==> src/rtl/nbs_pkg.sv <==
package nbs_pkg;

    typedef enum logic [2:0] {
        OP_CMD     = 3'd0,
        OP_ADDR    = 3'd1,
        OP_WBYTE   = 3'd2,
        OP_RBYTE   = 3'd3,
        OP_RPAGE   = 3'd4,
        OP_WAITRDY = 3'd5
    } nbs_op_e;

    typedef enum logic [2:0] {
        ST_IDLE,
        ST_SETUP,
        ST_LOW,
        ST_HIGH,
        ST_DELAY,
        ST_BUSY
    } nbs_state_e;

    typedef struct packed {
        logic valid;
        logic wr;
        logic rd;
        logic page;
        logic wt;
        logic cle;
        logic ale;
    } nbs_dec_t;

    function automatic nbs_dec_t nbs_decode(input logic [2:0] code);
        nbs_dec_t d;
        d = '0;
        case (code)
            OP_CMD:     begin d.valid = 1'b1; d.wr = 1'b1; d.cle = 1'b1; end
            OP_ADDR:    begin d.valid = 1'b1; d.wr = 1'b1; d.ale = 1'b1; end
            OP_WBYTE:   begin d.valid = 1'b1; d.wr = 1'b1; end
            OP_RBYTE:   begin d.valid = 1'b1; d.rd = 1'b1; end
            OP_RPAGE:   begin d.valid = 1'b1; d.rd = 1'b1; d.page = 1'b1; end
            OP_WAITRDY: begin d.valid = 1'b1; d.wt = 1'b1; end
            default:    d = '0;
        endcase
        return d;
    endfunction

endpackage

==> src/rtl/nbs_rb_sync.sv <==
module nbs_rb_sync #(
    parameter int NUM_RB = 2
) (
    input  logic              clk,
    input  logic              rst,
    input  logic [NUM_RB-1:0] rb_n_async,
    output logic [NUM_RB-1:0] rb_ready
);
    generate
        for (genvar i = 0; i < NUM_RB; i++) begin : g_line
            logic stage1, stage2;
            always_ff @(posedge clk) begin
                if (rst) begin
                    stage1 <= 1'b1;
                    stage2 <= 1'b1;
                end else begin
                    stage1 <= rb_n_async[i];
                    stage2 <= stage1;
                end
            end
            assign rb_ready[i] = stage2;
        end
    endgenerate
endmodule

==> src/rtl/nbs_gap_counter.sv <==
module nbs_gap_counter #(
    parameter int CW = 5
) (
    input  logic          clk,
    input  logic          rst,
    input  logic          clr,
    output logic [CW-1:0] count
);
    localparam logic [CW-1:0] SAT = '1;

    always_ff @(posedge clk) begin
        if (rst) begin
            count <= SAT;
        end else if (clr) begin
            count <= '0;
        end else if (count != SAT) begin
            count <= count + 1'b1;
        end
    end
endmodule

==> src/rtl/nbs_ce_decode.sv <==
module nbs_ce_decode #(
    parameter int NUM_CE = 8,
    parameter int CHIP_W = 3
) (
    input  logic              en,
    input  logic [CHIP_W-1:0] sel,
    output logic [NUM_CE-1:0] ce_n
);
    generate
        for (genvar i = 0; i < NUM_CE; i++) begin : g_ce
            assign ce_n[i] = ~(en && (sel == CHIP_W'(i)));
        end
    endgenerate
endmodule

==> src/rtl/nand_bus_seq.sv <==
module nand_bus_seq
    import nbs_pkg::*;
#(
    parameter int NUM_CE        = 8,
    parameter int NUM_RB        = 2,
    parameter int DQ_W          = 8,
    parameter int WIDTH_FAST    = 2,
    parameter int WIDTH_MID     = 3,
    parameter int WIDTH_SLOW    = 5,
    parameter int PAGE_SMALL    = 512,
    parameter int PAGE_LARGE    = 2048,
    parameter int DLY_W         = 4,
    parameter int MIN_BUSY_DLY  = 2
) (
    input  logic                      clk,
    input  logic                      rst,
    input  logic                      req_valid,
    output logic                      req_ready,
    input  logic [2:0]                req_op,
    input  logic [$clog2(NUM_CE)-1:0] req_chip,
    input  logic [DQ_W-1:0]           req_data,
    input  logic [1:0]                grade_sel,
    input  logic                      page_large,
    input  logic [DLY_W-1:0]          busy_dly,
    output logic                      rsp_valid,
    output logic [DQ_W-1:0]           rsp_data,
    output logic                      rsp_last,
    output logic                      nf_cle,
    output logic                      nf_ale,
    output logic                      nf_we_n,
    output logic                      nf_re_n,
    output logic [NUM_CE-1:0]         nf_ce_n,
    output logic [DQ_W-1:0]           nf_dq_out,
    output logic                      nf_dq_oe,
    input  logic [DQ_W-1:0]           nf_dq_in,
    input  logic [NUM_RB-1:0]         nf_rb_n
);
    localparam int CHIP_W   = $clog2(NUM_CE);
    localparam int TW       = $clog2(WIDTH_SLOW + 1);
    localparam int BC_W     = $clog2(PAGE_LARGE);
    localparam int SINCE_W  = DLY_W + 1;
    localparam int RB_IDX_W = (NUM_RB > 1) ? $clog2(NUM_RB) : 1;

    nbs_state_e           st;
    nbs_dec_t             dec_q;
    logic [TW-1:0]        tcnt;
    logic [TW-1:0]        width_q;
    logic [TW-1:0]        width_sel;
    logic [BC_W-1:0]      bytes_left;
    logic [DLY_W-1:0]     dly_q;
    logic [DLY_W-1:0]     dly_eff;
    logic [CHIP_W-1:0]    chip_q;
    logic                 ce_en;
    logic [SINCE_W-1:0]   since_we;
    logic [NUM_RB-1:0]    rb_ready;
    logic [RB_IDX_W-1:0]  rb_idx;
    logic                 phase_end;
    logic                 we_rise;
    nbs_dec_t             dec_in;

    always_comb begin
        case (grade_sel)
            2'd0:    width_sel = TW'(WIDTH_FAST);
            2'd1:    width_sel = TW'(WIDTH_MID);
            default: width_sel = TW'(WIDTH_SLOW);
        endcase
    end

    assign dec_in    = nbs_decode(req_op);
    assign dly_eff   = (busy_dly < DLY_W'(MIN_BUSY_DLY)) ? DLY_W'(MIN_BUSY_DLY) : busy_dly;
    assign req_ready = (st == ST_IDLE);
    assign phase_end = (tcnt == width_q - 1'b1);
    assign we_rise   = (st == ST_LOW) && phase_end && dec_q.wr;
    assign rb_idx    = chip_q[RB_IDX_W-1:0];

    nbs_rb_sync #(.NUM_RB(NUM_RB)) u_rb_sync (
        .clk        (clk),
        .rst        (rst),
        .rb_n_async (nf_rb_n),
        .rb_ready   (rb_ready)
    );

    nbs_gap_counter #(.CW(SINCE_W)) u_gap (
        .clk   (clk),
        .rst   (rst),
        .clr   (we_rise),
        .count (since_we)
    );

    nbs_ce_decode #(.NUM_CE(NUM_CE), .CHIP_W(CHIP_W)) u_ce (
        .en   (ce_en),
        .sel  (chip_q),
        .ce_n (nf_ce_n)
    );

    always_ff @(posedge clk) begin
        if (rst) begin
            st         <= ST_IDLE;
            dec_q      <= '0;
            tcnt       <= '0;
            width_q    <= TW'(WIDTH_FAST);
            bytes_left <= '0;
            dly_q      <= DLY_W'(MIN_BUSY_DLY);
            chip_q     <= '0;
            ce_en      <= 1'b0;
            nf_cle     <= 1'b0;
            nf_ale     <= 1'b0;
            nf_we_n    <= 1'b1;
            nf_re_n    <= 1'b1;
            nf_dq_out  <= '0;
            nf_dq_oe   <= 1'b0;
            rsp_valid  <= 1'b0;
            rsp_data   <= '0;
            rsp_last   <= 1'b0;
        end else begin
            rsp_valid <= 1'b0;
            rsp_last  <= 1'b0;
            case (st)
                ST_IDLE: begin
                    if (req_valid && dec_in.valid) begin
                        dec_q   <= dec_in;
                        width_q <= width_sel;
                        dly_q   <= dly_eff;
                        chip_q  <= req_chip;
                        ce_en   <= 1'b1;
                        nf_cle  <= dec_in.cle;
                        nf_ale  <= dec_in.ale;
                        if (dec_in.wr) begin
                            nf_dq_oe  <= 1'b1;
                            nf_dq_out <= req_data;
                        end else if (dec_in.rd) begin
                            nf_dq_oe  <= 1'b0;
                        end
                        if (dec_in.page) begin
                            bytes_left <= page_large ? BC_W'(PAGE_LARGE - 1)
                                                     : BC_W'(PAGE_SMALL - 1);
                        end else begin
                            bytes_left <= '0;
                        end
                        st <= dec_in.wt ? ST_DELAY : ST_SETUP;
                    end
                end
                ST_SETUP: begin
                    st   <= ST_LOW;
                    tcnt <= '0;
                    if (dec_q.wr) nf_we_n <= 1'b0;
                    else          nf_re_n <= 1'b0;
                end
                ST_LOW: begin
                    if (phase_end) begin
                        st      <= ST_HIGH;
                        tcnt    <= '0;
                        nf_we_n <= 1'b1;
                        nf_re_n <= 1'b1;
                        if (dec_q.rd) begin
                            rsp_valid <= 1'b1;
                            rsp_data  <= nf_dq_in;
                            rsp_last  <= (bytes_left == '0);
                        end
                    end else begin
                        tcnt <= tcnt + 1'b1;
                    end
                end
                ST_HIGH: begin
                    if (phase_end) begin
                        tcnt <= '0;
                        if (bytes_left != '0) begin
                            bytes_left <= bytes_left - 1'b1;
                            st         <= ST_LOW;
                            nf_re_n    <= 1'b0;
                        end else begin
                            st     <= ST_IDLE;
                            nf_cle <= 1'b0;
                            nf_ale <= 1'b0;
                        end
                    end else begin
                        tcnt <= tcnt + 1'b1;
                    end
                end
                ST_DELAY: begin
                    if (since_we >= {1'b0, dly_q}) st <= ST_BUSY;
                end
                ST_BUSY: begin
                    if (rb_ready[rb_idx]) st <= ST_IDLE;
                end
                default: st <= ST_IDLE;
            endcase
        end
    end
endmodule

==> config.mk <==
export PLATFORM = sky130hd
export DESIGN_NAME = nand_bus_seq
export DESIGN_NICKNAME = d
export VERILOG_FILES = /design/src/rtl/nbs_pkg.sv /design/src/rtl/nbs_rb_sync.sv /design/src/rtl/nbs_gap_counter.sv /design/src/rtl/nbs_ce_decode.sv /design/src/rtl/nand_bus_seq.sv
export SDC_FILE = /design/constraint.sdc
export NUM_CORES = 1
export LEC_CHECK = 0
export BUFFER_PORTS_ARGS = -buffer_cell sky130_fd_sc_hd__buf_2
export CAP_MARGIN = 20
export CORE_ASPECT_RATIO = 0.5
export CORE_UTILIZATION = 54
export CTS_CLUSTER_SIZE = 8
export DETAILED_ROUTE_END_ITERATION = 6
export GPL_TIMING_DRIVEN = 0
export PLACE_DENSITY = 0.87
export SLEW_MARGIN = 20
export SYNTH_ARGS = -nofsm -noshare
export SYNTH_HDL_FRONTEND = slang
export SYNTH_SLANG_ARGS = --single-unit
==> constraint.sdc <==
create_clock -name clk -period 2.6 [get_ports clk]
set_input_delay 0.52 -clock clk [delete_from_list [all_inputs] [get_ports clk]]
set_output_delay 0.52 -clock clk [all_outputs]
set_load 0.02 [all_outputs]
==> results of run 1 <==
Yosys cell counts (4+ instances only):
master / count / area share [%]
ha_1: 9 / 3.8
a21oi_1: 24 / 4.0
o21bai_1: 7 / 1.8
xnor2_1: 4 / 1.2
nand2_1: 32 / 4.0
nor2b_1: 7 / 1.5
buf_2: 5 / 0.83
clkbuf_1: 9 / 1.1
nand3_1: 8 / 1.3
nor3_1: 8 / 1.3
nand2b_1: 6 / 1.3
o21ai_0: 12 / 2.0
inv_1: 13 / 1.6
buf_6: 4 / 1.5
dfxtp_1: 62 / 41
nor2_1: 41 / 5.1
or2_2: 4 / 0.83
mux2i_1: 20 / 6.7
a211oi_1: 8 / 2.0
layer usage:
layer | up-vias | share of wire, %
met1 | 1288 | 42
met5 | - | 0
met4 | 0 | 0.50
met3 | 5 | 6.9
met2 | 108 | 50
li1 | 1347 | -
power by group through the flow:
stage                     combinational, mW  clock (mW)  sequential [mW]
after floorplan                       0.993           0             1.26
after global placement                 1.23           0             1.25
final                                  1.33       0.840             1.25
after global routing                   1.45       0.901             1.27
after CTS                              1.32       0.853             1.24
after detailed placement               1.31           0             1.26
flip-flops by register name (all words and copies together), names as in the netlist, 3 cells and up:
signal	flops
u_gap.count	5
nf_dq_out	8
width_q	3
chip_q	3
dly_q	4
rsp_data	8
bytes_left	11
tcnt	3
st	3
worst paths after layout:
check / from / endpoint / slack, ns
hold / removal: nf_rb_n[1] / u_rb_sync.g_line[1].stage1 / 0.35
setup / recovery: width_q[0] / bytes_left[5] / 0.47
hold reg to reg: u_rb_sync.g_line[1].stage1 / u_rb_sync.g_line[1].stage2 / 0.41
setup reg to reg: width_q[0] / bytes_left[5] / 0.47
cells by family (layout without fill, tap and decap cells):
group,count (synthesis),after routing
AOI/OAI and AO/OA,76,76
and+or+nand+nor,131,131
adders and majority gates,9,9
xor gates and xnor gates,7,7
DFF,62,62
muxes,20,20
buffers and inverters,34,115
final cells by class:
cell class,instances,area (µm²),share of cell area [%]
Sequential cell,62,1240,34.4
Buffer,20,115,3.19
Clock buffer,9,124,3.43
Multi-Input combinational cell,243,1590,44.1
Inverter,14,52.6,1.46
Timing Repair Buffer,65,325,9.01
Tap cell,70,87.6,2.43
Clock inverter,7,72.6,2.01
through the flow:
stage	area (µm²)	util (%)
after floorplan	3000	-
after global placement	3410	66.5
after detailed placement	3410	66.5
after CTS	3610	70.3
after global routing	3610	70.3
final	3610	70.3
==> results.toml, run 1 <==
[worst_setup_path]
end_kind = "register"
worst_path_max_delay_cell = "nor3_4"
worstSetupStartpointType = "register"
rr_worst_depth = 8
path_max_fanout = 9
cp.arrival_ns = 2.36
cp_slowest_stage_delay_ns = 0.37
critical_path_depth = 8
worst_ep_required_time_ns = 2.83
worstPathCellList = "inv_1, ha_1, xnor2_1, nor3_4, and3_1, buf_4, a21oi_1, o221a_1"
crit_type = "register to register"
crit_family = "simple AND/OR/NAND/NOR gates"
path_buf_inv = 2

[drt]
wirelength_um = 7180
firstDrtPassIters = 6
route.detailed.wl_per_inst_um = 14.6
num_vias = 2748
via_per_inst = 5.61
drtIter0Drc = 164
drc_errors = 0
ant_nets = 0

[global_route]
top_usage_layer = "met2"
grt_max_degree = 13
grtUsageMet2_pct = 47.0
grt_usage_pct = 25.6
grt_pass1_wl_um = 11300
grtUsageMet1_pct = 27.8
overflow = 0
antenna_found_initial = 0
met3_usage_pct = 8.10
grt_pass1_vias = 2567

[power_and_ir_drop]
internal-power_mw = 2.09
powerDensity_nw_per_um2 = 948
ir_drop_v = 0.000508
switching_share_pct = 38.9
switching_power_mw = 1.33
p_clk_share_pct = 24.6
combPwrFrac_pct = 38.9
leakagePower_nw = 1.63
p_seq_share_pct = 36.6
power.total_mw = 3.42

[synth]
synth.cell_area_um2 = 3000
yosys.area_share.simple_pct = 22.2
syn_nets = 382
synth_edf_count = 0
ys_seq_area_share_pct = 41.4
synth-xor-area-share_pct = 2.54
synth-adder-area-share_pct = 3.75
synth_compound_area_share_pct = 17.8
synth-seq-cells = 62
ys.flop_type = "dfxtp_1"
synth.distinct_cells = 57
avgSynthCellArea_um2 = 8.85
async_reset_ff_share_pct = 0
syn_inst = 339
synth_mux_area_share_pct = 6.67
synth_top_family_by_area = "simple AND/OR/NAND/NOR gates"
synth_warnings = 0

[layout]
stdcell_count = 490
drive_above_1_share_pct = 25.2
antenna_cells = 0
layout_commonest_cell = "buf_2"
syn2layout_area_growth_pct = 20.3
layout.nets = 458
fillerInstances = 372
final_cell_mix = "buf_2 (70), dfxtp_1 (62), nor2_1 (41)"

[clocking]
clk_latency_ns = 0.35
cts_htree_levels = 3
cts_resized = 0
cts_sinks = 62
postCtsSetupBuffers = 0
ctsLongestPathBuffers = 2
cts_tree = "built"
clkTransAtPathRegs_ns = 0.07
ctsHoldBuffers = 0
clock-root-buffer = "clkbuf_8"
cts_buffers = 9

[timing]
fin_crit_ns = 2.13
report.final.setup_viol = 0
rsz0062_at_grt = "no"
period_share_pct = 81.8
fin_ws_ns = 0.473
final.setup.tns_ns = 0
hold_viol = 0
holdWs_ns = 0.350
max_freq_mhz = 470
worstMarginPinSlew_ns = 0.569
clock_skew_ns = 0.0113
slew-limit-headroom_pct = 62.0
drv_slew = 0

[worst_hold_path]
worstHoldPathType = "input pin to register"
hold_depth = 2

[floorplan]
pin_count = 66
die_h_um = 54.7
core_area_um2 = 5130
core.rowCount = 18
start_util_pct = 58.4
fp.dieArea_um2 = 5880
die_w_um = 107

[place]
pre_cts_ws_ns = 0.482
dp_hpwl_um = 5170
io_buffer_count = 65
place_inst = 474
routabilityCongestion = 0.911

[job]
maxCapViolCount = 0

[status]
outcome = "finished clean"
Note: power is estimated with default switching activity, not from simulation.
==> run 2: changes to the inputs <==
ABC_AREA = 1   (was not set)
clock period = 2.05 ns   (was 2.6 ns; I/O delays follow)
==> results.toml, run 2 <==
[floorplan]
core_area_um2 = 5490
die_h_um = 55.5
pin_count = 66
fp.dieArea_um2 = 6040
core.rowCount = 19
die_w_um = 109
start_util_pct = 56.2

[layout]
largest_reg_flops = 11
final_cell_mix = "nand2_1 (122), nor2_1 (76), buf_2 (67)"
layout.nets = 581
top_register = "bytes_left"
antenna_cells = 0
layout_commonest_cell = "nand2_1"
drive_above_1_share_pct = 20.3
top_regs = "bytes_left x11, nf_dq_out x8, rsp_data x8"
fillerInstances = 419
stdcell_area_um2 = 3810
stdcell_count = 616
syn2layout_area_growth_pct = 23.4

[timing]
fin_ws_ns = 0.194
fin_crit_ns = 1.86
report.final.setup_viol = 0
slew-limit-headroom_pct = 60.3
max_freq_mhz = 539
hold_viol = 0
worstMarginPinSlew_ns = 0.595
rsz0062_at_grt = "no"
period_share_pct = 90.5
drv_slew = 0
final.setup.tns_ns = 0
clock_skew_ns = 0.00599

[place]
routabilityCongestion = 0.840
dpl-instance-area_um2 = 3500
place_inst = 600
io_buffer_count = 65
pre_cts_ws_ns = 0.158
dp_hpwl_um = 4880

[synth]
async_reset_ff_share_pct = 0
ys_seq_area_share_pct = 40.2
synth_warnings = 0
synth_top_area_share_pct = 40.2
synthTopCellsByArea = "dfxtp_1 (40%), nand2_1 (15%), nor2_1 (9.4%), inv_1 (6.1%), nand3_1 (4.9%)"
ys.flop_type = "dfxtp_1"
synth.cell_area_um2 = 3090
synth-seq-cells = 62
syn_inst = 462
synth_edf_count = 0
synth_most_common_cell = "nand2_1"
avgSynthCellArea_um2 = 6.68
synth.distinct_cells = 33
syn_nets = 505
synth_top_cells_by_count = "nand2_1 (122), nor2_1 (77), dfxtp_1 (62)"
synth_top_area_cell = "dfxtp_1"

[worst_setup_path]
worstSetupStartpointType = "register"
path_max_fanout = 10
end_kind = "register"
cp.arrival_ns = 2.06
worst_ep_required_time_ns = 2.25
crit_type = "register to register"

[drt]
route.detailed.wl_per_inst_um = 11.9
num_vias = 3110
drc_errors = 0
drtIter0Drc = 246
ant_nets = 0
firstDrtPassIters = 5
via_per_inst = 5.05
wirelength_um = 7300

[clocking]
ctsHoldBuffers = 0
clkTransAtPathRegs_ns = 0.06
cts_htree_levels = 3
cts_tree = "built"
cts_sinks = 62
cts_buffers = 9
clk_latency_ns = 0.34
ctsLongestPathBuffers = 2
clock-root-buffer = "clkbuf_16"
postCtsSetupBuffers = 0

[global_route]
grt_usage_pct = 26.3
antenna_found_initial = 0
overflow = 0
grt_pass1_vias = 2701
grt_max_degree = 13
grt_pass1_wl_um = 12100

[power_and_ir_drop]
p_clk_share_pct = 29.2
combPwrFrac_pct = 39.1
leakagePower_nw = 1.94
p_seq_share_pct = 31.7
ir_drop_v = 0.000621
switching_share_pct = 39.4
powerDensity_nw_per_um2 = 1360
internal-power_mw = 3.14
switching_power_mw = 2.04

[job]
maxCapViolCount = 0

[status]
outcome = "finished clean"

[worst_hold_path]
worstHoldPathType = "input pin to register"
-- run 2: per-layer routing --
metal  wire length, µm  GRT usage [%]
met4                89           7.72
met5                 0              0
met2              3460           42.6
met3               420           9.09
met1              3340           33.0
-- run 2: logic make-up (layout without fill, tap and decap cells) --
| group | after synthesis | in the layout | synth area share, % |
|---|---|---|---|
| adder cells (fa/ha/maj) | 9 | 9 | 3.65 |
| buffers and inverters | 71 | 152 | 9.37 |
| flip-flops | 62 | 62 | 40.2 |
| XOR/XNOR | 5 | 5 | 1.42 |
| AND/OR/NAND/NOR | 255 | 255 | 35.1 |
| AO/OA/AOI/OAI | 60 | 60 | 10.2 |
-- run 2: final cells by class --
type / count / area (µm²) / share of cell area (%)
Clock inverter: 7 / 73.8 / 1.94
Tap cell: 73 / 91.3 / 2.40
Inverter: 59 / 223 / 5.85
Multi-Input combinational cell: 329 / 1560 / 41.0
Buffer: 12 / 66.3 / 1.74
Timing Repair Buffer: 65 / 325 / 8.54
Sequential cell: 62 / 1240 / 32.6
Clock buffer: 9 / 225 / 5.91
-- run 2: timing repair --
action | 4_1_cts | 5_1_grt
endpoints found under the hold margin | 0 | 0
resized for setup | 0 | 2
endpoints found under the setup margin | 0 | 9
-- run 2: path summary, 6_finish.rpt --
path / slack [ns] / to / from / depth (start not counted)
min: 0.26 / u_rb_sync.g_line[1].stage1 / nf_rb_n[1] / 2
max: 0.19 / rsp_data[6] / width_q[0] / 12
min reg2reg: 0.41 / u_rb_sync.g_line[0].stage2 / u_rb_sync.g_line[0].stage1 / 1
max reg2reg: 0.19 / rsp_data[6] / width_q[0] / 12
-- run 2: critical path, stage by stage (launching register included) --
cell	delay (ns)
dfxtp_1	0.36
inv_1	0.09
ha_1	0.30
inv_1	0.05
nand2_1	0.06
nand2_1	0.05
nor2_1	0.09
nand2_1	0.13
nor2_2	0.15
buf_4	0.20
nand2_4	0.10
nand2_1	0.09
a21oi_1	0.06
-- run 2: power by group through the flow --
stage | logic (mW) | registers (mW) | clock network, mW
after global routing | 2.31 | 1.67 | 1.59
after global placement | 1.92 | 1.65 | 0
after detailed placement | 1.97 | 1.66 | 0
after floorplan | 1.52 | 1.68 | 0
final | 2.02 | 1.64 | 1.51
after CTS | 2.01 | 1.64 | 1.51
-- run 2: per-stage QoR --
step	util, %	power (mW)	hold WS, ns
4_1_cts	69.2	5.16	0.253
5_1_grt	69.4	5.58	0.245
3_3_place_gp	63.8	3.57	0.392
3_5_place_dp	63.8	3.63	0.399
2_1_floorplan	-	3.20	0.389
6_report	69.4	5.18	0.256
==> run 3: changes to the inputs <==
CORE_UTILIZATION = 56   (was 54)
CTS_BUF_LIST = sky130_fd_sc_hd__clkbuf_2   (was not set)
GPL_TIMING_DRIVEN = not set   (was 0)
PLACE_DENSITY = 0.9   (was 0.87)
==> results.toml, run 3 (synthesis results as in run 2) <==
[worst_setup_path]
r2r-start = "width_q[0]"
worst_path_max_delay_cell = "dfxtp_1"
path_buf_inv = 3
crit_family = "flip-flops"
cp.arrival_ns = 1.45
path_max_fanout = 5
crit_top_cell = "inv_2"
worstSetupStartpointType = "register"
ff2ff_setup_slack_ns = 0.19
end_kind = "output pin"
worstPathCellList = "inv_2, nand2_1, inv_2, buf_2"
cp_slowest_stage_delay_ns = 0.51
crit_type = "register to output pin"
worst_ep_required_time_ns = 1.64
timing.rr.end = "u_gap.count[4]"
rr_worst_depth = 11

[place]
routabilityCongestion = 0.825
dp_hpwl_um = 4940
io_buffer_count = 65

[clocking]
ctsLongestPathBuffers = 2
cts_htree_levels = 3
clkTransAtPathRegs_ns = 0.19
cts_tree = "built"
clk_latency_ns = 0.51
clock-root-buffer = "clkbuf_2"
postCtsSetupBuffers = 0
cts_buffers = 9
cts_sinks = 62

[layout]
antenna_cells = 0
largest_reg_flops = 11
finish.utilization_pct = 70.7
top_regs = "bytes_left x11, nf_dq_out x8, rsp_data x8"
layout_commonest_cell = "nand2_1"
syn2layout_area_growth_pct = 17.2
final_cell_mix = "nand2_1 (122), nor2_1 (77), buf_2 (65)"
drive_above_1_share_pct = 20.3
layout.nets = 574
top_register = "bytes_left"

[floorplan]
fp.dieArea_um2 = 5830
start_util_pct = 60.4
die_h_um = 54.5
core.rowCount = 18
core_area_um2 = 5110
pin_count = 66
die_w_um = 107

[global_route]
grt_pass1_wl_um = 10800
grt_usage_pct = 24.7
antenna_found_initial = 0
grt_pass1_vias = 2472
grt_max_degree = 31
overflow = 0

[timing]
period_share_pct = 90.8
hold_viol = 0
drv_slew = 0
slew-limit-headroom_pct = 73.2
fin_crit_ns = 1.86
holdWs_ns = 0.0689
final.setup.tns_ns = 0
clock_skew_ns = 0.0229
report.final.setup_viol = 0
max_freq_mhz = 537
rsz0062_at_grt = "no"
worstMarginPinSlew_ns = 0.401

[worst_hold_path]
hold_depth = 2
hold_start = "nf_rb_n[0]"
holdPathEnd = "u_rb_sync.g_line[0].stage1"
worstHoldPathType = "input pin to register"

[power_and_ir_drop]
leakagePower_nw = 1.85
powerDensity_nw_per_um2 = 1230
ir_drop_v = 0.000750

[job]
maxCapViolCount = 0

[drt]
ant_nets = 0
wirelength_um = 6920
drc_errors = 0
num_vias = 3064
drtIter0Drc = 166
firstDrtPassIters = 7
via_per_inst = 5.06
route.detailed.wl_per_inst_um = 11.4

[status]
outcome = "finished clean"
==> run 3: cell types whose count changed in the layout (fill, tap and decap cells not counted), moves of 3 or more <==
| cell | previous run | this run |
|---|---|---|
| clkbuf_1 | 7 | 0 |
| clkbuf_2 | 0 | 9 |
| buf_4 | 1 | 4 |
| clkbuf_16 | 9 | 0 |
==> run 3: layout make-up <==
| type | count | area (µm²) |
|---|---|---|
| Tap cell | 70 | 87.6 |
| Clock inverter | 7 | 81.3 |
| Clock buffer | 9 | 45.0 |
| Timing Repair Buffer | 70 | 375 |
| Fill cell | 431 | 1500 |
| Sequential cell | 62 | 1240 |
| Multi-Input combinational cell | 329 | 1560 |
| Inverter | 59 | 223 |
==> run 3: where the power goes <==
part | leakage [nW] | switching [mW] | total (mW) | internal [mW]
Sequential | 0.508 | 0.195 | 1.65 | 1.45
Combinational | 1.27 | 1.27 | 1.98 | 0.718
Clock | 0.0735 | 0.503 | 0.802 | 0.298
==> run 3: worst max path at each step <==
| stage | startpoint | endpoint | slack (ns) | cells after the start |
|---|---|---|---|---|
| finish | st[2] | req_ready | 0.19 | 4 |
| global placement | width_q[0] | bytes_left[10] | 0.21 | 11 |
| global route | width_q[0] | bytes_left[9] | 0.01 | 12 |
| floorplan | width_q[0] | rsp_data[0] | 0.45 | 12 |
| detailed placement | width_q[0] | bytes_left[4] | 0.16 | 11 |
| CTS | width_q[0] | bytes_left[4] | 0.12 | 11 |
==> run 3: stage by stage <==
stage	total power, mW	std cells	cell area, µm²	setup WS [ns]
final	4.43	606	3620	0.189
after global routing	4.82	606	3620	0.0135
after CTS	4.40	606	3610	0.122
after detailed placement	3.60	590	3480	0.162
after global placement	3.54	590	3480	0.213
after floorplan	3.20	462	3090	0.454
==> run 3: layer usage <==
| layer | vias up | track usage [%] | routed length [µm] |
|---|---|---|---|
| li1 | 1594 | - | - |
| met1 | 1373 | 30.1 | 3160 |
| met2 | 86 | 42.3 | 3270 |
| met3 | 11 | 8.81 | 415 |
| met4 | 0 | 7.08 | 77 |
| met5 | - | 0 | 0 |
==> run 3: what timing repair did <==
| action | CTS | global route |
|---|---|---|
| hold endpoints to repair | 0 | 0 |
| hold buffers | 0 | 0 |
| setup endpoints to repair | 0 | 11 |
| resized for setup | 0 | 1 |
